### src/rtl/flash_status_guard.sv
module flash_status_guard #(
  parameter int ADDR_W  = 24,
  parameter int BLK_LSB = 16,
  parameter int BLK_W   = 4,
  parameter int CNT_W   = 32,
  parameter int T_WRSR  = 1500000,
  parameter int T_PP    = 140000,
  parameter int T_SE    = 6000000,
  parameter int T_BE    = 100000000,
  parameter int T_CE    = 800000000,
  parameter int T_PUW   = 1000
) (
  input  logic              clk,
  input  logic              rst_n,
  input  logic              wp_n,
  input  logic              cmd_valid,
  input  logic [2:0]        cmd_op,
  input  logic [ADDR_W-1:0] cmd_addr,
  input  logic [7:0]        cmd_wdata,
  output logic [7:0]        status,
  output logic              grant,
  output logic              deny,
  output logic              busy
);

  localparam logic [2:0] OP_WEN  = 3'd0;
  localparam logic [2:0] OP_WDIS = 3'd1;
  localparam logic [2:0] OP_SWR  = 3'd2;
  localparam logic [2:0] OP_PROG = 3'd3;
  localparam logic [2:0] OP_SERS = 3'd4;
  localparam logic [2:0] OP_BERS = 3'd5;
  localparam logic [2:0] OP_CERS = 3'd6;
  localparam int NBLK  = 1 << BLK_W;
  localparam int PUW_W = (T_PUW > 0) ? $clog2(T_PUW + 1) : 1;

  logic             srwd, wel, wip, pend_sr, srwd_nx;
  logic [2:0]       bp, bp_nx;
  logic [CNT_W-1:0] cnt, len;
  logic [PUW_W-1:0] pu_cnt;
  logic [ADDR_W-1:0] prot_lo;
  logic             locked, hw_lock, take, in_prot, ok, is_cyc;
  logic             unused_wdata;

  assign unused_wdata = &{1'b0, cmd_wdata[6:5], cmd_wdata[1:0]};
  assign locked  = pu_cnt != PUW_W'(T_PUW);
  assign hw_lock = srwd & ~wp_n;
  assign take    = cmd_valid & ~locked & ~wip;
  assign is_cyc  = (cmd_op >= OP_SWR) && (cmd_op <= OP_CERS);

  always_comb begin
    prot_lo = '0;
    in_prot = 1'b0;
    if (bp != 3'd0) begin
      if (int'(bp) > BLK_W) begin
        in_prot = 1'b1;
      end else begin
        prot_lo = ADDR_W'(NBLK - (1 << (int'(bp) - 1))) << BLK_LSB;
        in_prot = cmd_addr >= prot_lo;
      end
    end
  end

  always_comb begin
    ok  = 1'b0;
    len = '0;
    case (cmd_op)
      OP_SWR:  begin ok = wel & ~hw_lock;  len = CNT_W'(T_WRSR - 1); end
      OP_PROG: begin ok = wel & ~in_prot;  len = CNT_W'(T_PP - 1);   end
      OP_SERS: begin ok = wel & ~in_prot;  len = CNT_W'(T_SE - 1);   end
      OP_BERS: begin ok = wel & ~in_prot;  len = CNT_W'(T_BE - 1);   end
      OP_CERS: begin ok = wel & (bp == 3'd0); len = CNT_W'(T_CE - 1); end
      default: begin ok = 1'b0; len = '0; end
    endcase
  end

  always_ff @(posedge clk or negedge rst_n) begin
    if (!rst_n) begin
      srwd    <= 1'b0;
      bp      <= 3'd0;
      wel     <= 1'b0;
      wip     <= 1'b0;
      pend_sr <= 1'b0;
      srwd_nx <= 1'b0;
      bp_nx   <= 3'd0;
      cnt     <= '0;
      pu_cnt  <= '0;
      grant   <= 1'b0;
      deny    <= 1'b0;
    end else begin
      grant <= 1'b0;
      deny  <= 1'b0;
      if (locked) pu_cnt <= pu_cnt + 1'b1;
      if (wip) begin
        if (cnt == '0) begin
          wip     <= 1'b0;
          wel     <= 1'b0;
          pend_sr <= 1'b0;
          if (pend_sr) begin
            srwd <= srwd_nx;
            bp   <= bp_nx;
          end
        end else begin
          cnt <= cnt - 1'b1;
        end
      end else if (take) begin
        if (cmd_op == OP_WEN) begin
          wel <= 1'b1;
        end else if (cmd_op == OP_WDIS) begin
          wel <= 1'b0;
        end else if (is_cyc) begin
          if (ok) begin
            grant <= 1'b1;
            wip   <= 1'b1;
            cnt   <= len;
            if (cmd_op == OP_SWR) begin
              pend_sr <= 1'b1;
              srwd_nx <= cmd_wdata[7];
              bp_nx   <= cmd_wdata[4:2];
            end
          end else begin
            deny <= 1'b1;
          end
        end
      end
    end
  end

  assign status = {srwd, 2'b00, bp, wel, wip};
  assign busy   = wip;


  grant_deny_excl_chk: assert property (@(posedge clk) disable iff (!rst_n)
    !(grant && deny));


  wip_rise_chk: assert property (@(posedge clk) disable iff (!rst_n)
    $rose(wip) |-> grant);


  wel_clear_chk: assert property (@(posedge clk) disable iff (!rst_n)
    $fell(wip) |-> !wel);


  lockout_quiet_chk: assert property (@(posedge clk) disable iff (!rst_n)
    (cmd_valid && locked) |=> (!grant && !deny));


  busy_drop_chk: assert property (@(posedge clk) disable iff (!rst_n)
    (cmd_valid && wip && cnt != '0) |=> (!grant && !deny && $stable(status)));


  hw_protect_chk: assert property (@(posedge clk) disable iff (!rst_n)
    (take && cmd_op == OP_SWR && hw_lock) |=> deny);


  chip_erase_chk: assert property (@(posedge clk) disable iff (!rst_n)
    (take && cmd_op == OP_CERS && bp != 3'd0) |=> deny);

endmodule

### config.mk
export PLATFORM = sky130hd
export DESIGN_NAME = flash_status_guard
export DESIGN_NICKNAME = d
export VERILOG_FILES = /design/src/rtl/flash_status_guard.sv
export SDC_FILE = /design/constraint.sdc
export NUM_CORES = 1
export LEC_CHECK = 0
export BUFFER_PORTS_ARGS = -buffer_cell sky130_fd_sc_hd__buf_2
export CAP_MARGIN = 30
export CORE_MARGIN = 4
export CORE_UTILIZATION = 45
export DETAILED_ROUTE_END_ITERATION = 8
export HOLD_SLACK_MARGIN = 0.02
export PLACE_DENSITY = 0.65
export SYNTH_ARGS = -nofsm -noshare
export SYNTH_HDL_FRONTEND = slang
export SYNTH_SLANG_ARGS = --single-unit
### constraint.sdc
create_clock -name clk -period 3.8 [get_ports clk]
set_input_delay 0.57 -clock clk [delete_from_list [all_inputs] [get_ports clk]]
set_output_delay 0.57 -clock clk [all_outputs]
set_load 0.01 [all_outputs]
After elaboration in Yosys (flattened, before gate mapping)
Cells that the tools add are included.
- flip-flop bits (word level): 55
- output and inout bits: 11
- input bits: 39
- logic and storage cells: 97
- mux-type cells: 37
- shift-type cells: 1
- reduce and logical (&&, ||, !) cells: 16
- $add $sub $neg: 4
- equal/unequal tests: 11
- bitwise logic cells: 13
- $lt $le $gt $ge: 4
- operator list (kind ; number):
    two-way mux 32 bit ; 7
    case mux 30 bit (5 select lines) ; 1
    zero test 32 bit ; 1
    left shift 1 x 32 -> 8 bit, first input constant ; 1
    subtractor 32 x 1 -> 32 bit, second input constant ; 1
    two-way mux 1 bit ; 28
    greater-or-equal comparator 24 bit ; 1
    AND reduction 7 bit ; 2
    adder 10 x 1 -> 10 bit, second input constant ; 1
    inequality test 10 bit, second input constant ; 1
    == test 3 bit, second input constant ; 3
    nonzero test 2 bit ; 4
    subtractor 6 x 8 -> 8 bit, first input constant ; 1
    NOT 1 bit ; 7
    bitwise AND 1 bit ; 6
    == test 3 x 2 -> 1 bit, second input constant ; 2
    zero test 3 bit ; 2
    inequality test 2 bit, second input constant ; 3
    AND reduction 3 bit ; 2
    AND reduction 6 bit ; 1
    nonzero test 3 bit ; 2
    subtractor 3 x 1 -> 4 bit, second input constant ; 1
    == test 3 x 1 -> 1 bit, second input constant ; 1
    greater-or-equal comparator 3 x 2 -> 1 bit, second input constant ; 1
    6 further kinds ; 6

Logic depth before layout (Yosys ltp)
- depth in word-level cells: 15
- depth in mapped cells: 17
- depth with buffers taken out: 17

Worst setup path before layout
OpenSTA, ideal clock, no wires.
- path kind: register -> register
- start point: register bp[0]
- end point: register bp_nx[0]
- arrival: 3.355 ns
- stages on the path, launching flop included: 16
- path buffers: 0
- setup time: 0.125 ns
- required time: 3.675 ns
- clock period less this slack: 3.479 ns
- path slack: 0.321 ns
- cell sequence: dfrtp_1 > inv_1 > ha_1 > ha_1 > nand2b_1 > a21oi_1 > o21ai_0 > ha_1 > a21o_1 > a2111oi_2 > nand4_1 > o21ai_0 > nand2_1 > inv_2 > nand2_1 > mux2_2
- cells in the longest elaborated chain, start to end: 10
- elaborated cells on any way between the ends: 14
- those cells by class: add/sub (2); order compare (2); shift (1); mux (3); bitwise (3); reduce/logical (3)
- ends and longest elaborated chain (element ; RTL line ; source):
    start: declaration ; 37 ; logic [2:0] bp, bp_nx;
    start signal: assignment ; 100 ; bp <= bp_nx;
    subtractor 3 x 1 -> 4 bit ; 57 ; prot_lo = ADDR_W'(NBLK - (1 << (int'(bp) - 1))) << BLK_LSB;
    left shift 1 x 32 -> 8 bit ; 57 ;
    subtractor 6 x 8 -> 8 bit ; 57 ;
    greater-or-equal comparator 24 bit ; 58 ; in_prot = cmd_addr >= prot_lo;
    two-way mux 1 bit ; 54 ; if (int'(bp) > BLK_W) begin
    two-way mux 1 bit ; 53 ; if (bp != 3'd0) begin
    NOT 1 bit ; 68, 69, 70 ;
    bitwise AND 1 bit ; 68, 69, 70 ;
    case mux 1 bit (3 select lines) (*) ; 66 ; case (cmd_op)
    AND reduction 7 bit (no source line) (*) ; - ;
    end signal: assignment ; 118 ; bp_nx <= cmd_wdata[4:2];
    end: declaration ; 37 ;
Every way passes the cells marked *; elsewhere a longest branch is shown, timed or not.
A chain may end at the register's enable or synchronous reset.

Worst setup path after layout
- start point: register bp[0]
- end point: register cnt[22]
- cells in the longest elaborated chain, start to end: 11
- elaborated cells on any way between the ends: 15
- those cells by class: add/sub (2); order compare (2); shift (1); mux (3); bitwise (3); reduce/logical (4)
- ends and longest elaborated chain (element ; RTL line ; source):
    subtractor 3 x 1 -> 4 bit ; 57 ;
    left shift 1 x 32 -> 8 bit ; 57 ;
    subtractor 6 x 8 -> 8 bit ; 57 ;
    greater-or-equal comparator 24 bit ; 58 ;
    two-way mux 1 bit ; 54 ;
    two-way mux 1 bit ; 53 ;
    NOT 1 bit ; 68, 69, 70 ;
    bitwise AND 1 bit ; 68, 69, 70 ;
    case mux 1 bit (3 select lines) (*) ; 66 ;
    nonzero test 2 bit (no source line) (*) ; - ;
    AND reduction 6 bit (no source line) (*) ; - ;
    end signal: assignment ; 103 ; cnt <= cnt - 1'b1;
    end signal: assignment ; 114 ; cnt <= len;
    end: declaration ; 38 ; logic [CNT_W-1:0] cnt, len;
Marks and branches as above.

==> results.yml <==
outcome:
  status: "finished, final reports clean"
logic_synthesis:
  postSynthAreaPerCell_um2: 8.70
  async_flop_share_pct: 100
  ys_ff_latch: 55
  synth_cell_types: 57
  ys_seq_area_share_pct: 39.0
  synth_top_area_cell: "dfrtp_1"
  yosysMostFrequentCell: "dfrtp_1"
  synthTopCellsByArea: "dfrtp_1, ha_1, o21ai_0"
  synth_area_mm2: 0.00353
  yosysWarnings: 0
  ys.flop_type: "dfrtp_1"
  synth_top_area_share_pct: 39.0
  synth_top_cells_by_count: "dfrtp_1, nor2_1, nand2_1, o21ai_0, inv_1"
  postSynthCellCount: 406
  synth-edff-count: 0
setup_path:
  r2r_cells: 17
  crit_fanout: 33
  crit_arrival_ps: 3710
  cp.required_ps: 4010
  worst-setup-path-type: "reg -> reg"
  cp-end-kind: "register"
  start_kind: "register"
routing:
  wl_per_cell_um: 13.8
  wl_mm: 7.59
  drt_first_pass_iters: 4
  drt-vias-per-instance: 5.53
  drc: 0
  drt-initial-drc-count: 143
  vias: 3035
  drtAntennaViolNets: 0
layout:
  n_antenna_cell: 0
  final_util_pct: 51.1
  area_growth_pct: 11.2
  final.fill_count: 756
  fin_nets: 500
  drive_gt1_share_pct: 18.1
timing:
  setup_ws_ps: 293
  maxSlewViolCount: 0
  fmax_mhz: 285
  hold_viol_final: 0
  worst_pin_slew_ps: 826
  slew_headroom_pct: 44.9
  setup_violations: 0
  period_share_pct: 92.3
  period_minus_slack_ps: 3510
  fin_skew_ps: 7.43
pwr:
  ir_drop_uv: 149
  power_density_mw_per_mm2: 345
  total_power_uw: 1360
  p_leak_uw: 0.00174
grt:
  grt_overflow: 0
  grt_pass1_wl_mm: 13.2
  grt_max_degree: 72
  grt_pass1_vias: 2857
  antenna_found_initial: 1
  grt_usage_pct: 17.8
die:
  row_count: 32
  core_area_mm2: 0.00769
  die_w_um: 96.6
  start_util_pct: 45.9
  die-area_mm2: 0.00933
  ioPinCount: 50
  die-height_um: 96.6
clocking:
  cts_tree: "built"
  cts.sinks: 55
  clockBufferDepth: 2
  cts-buffers-inserted: 5
  cts_max_level: 2
  clk_latency_ps: 310
  path_clk_slew_ps: 100
  root_buffer: "clkbuf_8"
run:
  cap_violations: 0
place:
  dp_hpwl_mm: 5.70
  dpl_worst_slack_ps: 150
  numPortBuffers: 43
  place.gp.congestion: 0.891
min_path:
  min_path_type: "in -> async"
[critical path, stage by stage, from the launching register on]
cell       delay [ps]
dfrtp_1           350
inv_1              80
ha_1              220
ha_1              340
nand2_1           100
nor2_1             80
o21ai_0            90
ha_1              230
nor3_1            170
a21oi_1            70
ha_1              290
o2111ai_1          90
a211oi_1          390
o21ai_2           160
a21oi_4           270
buf_12            210
a21oi_1            60
o22a_1            210
[worst paths after layout]
kind / startpoint / endpoint / slack, ps
worst min register to register: pu_cnt[7] / pu_cnt[7] / 460
min in group clk: pu_cnt[7] / pu_cnt[7] / 460
worst max register to register: bp[0] / cnt[22] / 290
worst max-delay path: bp[0] / cnt[22] / 290
max in group asynchronous: rst_n / cnt[30] / 2680
worst min-delay path: rst_n / pu_cnt[5] / 340
[state kept, by name (all words and copies together) (netlist names)]
name,flops
deny,1
wel,1
bp_nx,3
srwd_nx,1
pu_cnt,10
srwd,1
pend_sr,1
bp,3
grant,1
busy,1
cnt,32
[layer usage]
metal / global-route usage (%) / vias to the layer above / part of all wire, %
li1: - / 1537 / -
met1: 24.3 / 1427 / 47
met2: 29.0 / 57 / 47
met3: 3.41 / 12 / 3.7
met4: 5.02 / 2 / 1.6
met5: 0 / - / 0.092
[repair_timing]
| item | in CTS | in global routing |
|---|---|---|
| endpoints found under the setup margin | 0 | 28 |
| buffers inserted | 0 | 1 |
| hold buffers | 0 | 0 |
| resized for setup | 0 | 2 |
[layout make-up]
type / count / area, µm² / area share (%)
timing repair buffer: 55 / 318 / 8.09
clock inverter: 1 / 5.00 / 0.127
multi-input combinational: 302 / 1920 / 48.9
tap: 102 / 128 / 3.25
inverter: 27 / 101 / 2.58
sequential: 55 / 1380 / 35.1
clock buffer: 7 / 76.3 / 1.94
[logic make-up (layout without fill, tap and decap cells)]
logic type	after synthesis	after routing	synth area share [%]
adder cells (fa/ha/maj)	15	15	5.32
flip-flops	55	55	39.0
buffers and inverters	50	90	6.80
AO/OA/AOI/OAI	114	114	20.9
AND/OR/NAND/NOR	144	144	20.5
other	1	2	0.106
XOR/XNOR	17	17	4.22
multiplexers	10	10	3.12
[cells in the final DEF, fill, tap and decap left out, types with 10 or more instances in the layout]
cell / synthesis / routed
a21oi_1: 24 / 24
a31oi_1: 12 / 12
buf_2: 2 / 43
buf_4: 7 / 11
dfrtp_1: 55 / 54
ha_1: 15 / 15
inv_1: 26 / 26
nand2_1: 35 / 35
nor2_1: 38 / 38
nor3_1: 17 / 17
nor4_1: 10 / 10
o21ai_0: 32 / 31
[where the power goes]
group          switching (µW)  internal, µW
Combinational             176           134
Sequential               77.1           655
Clock                     185           130
[per-stage QoR]
step	setup TNS (ps)	instances	hold WS (ps)	instance area [µm²]
after floorplan	0	407	274	3530
after global placement	0	540	450	3830
after detailed placement	0	540	453	3830
after CTS	0	548	388	3920
after global routing	-1.72	549	414	3930
final	0	549	345	3930
(Power assumes the default switching activity.)
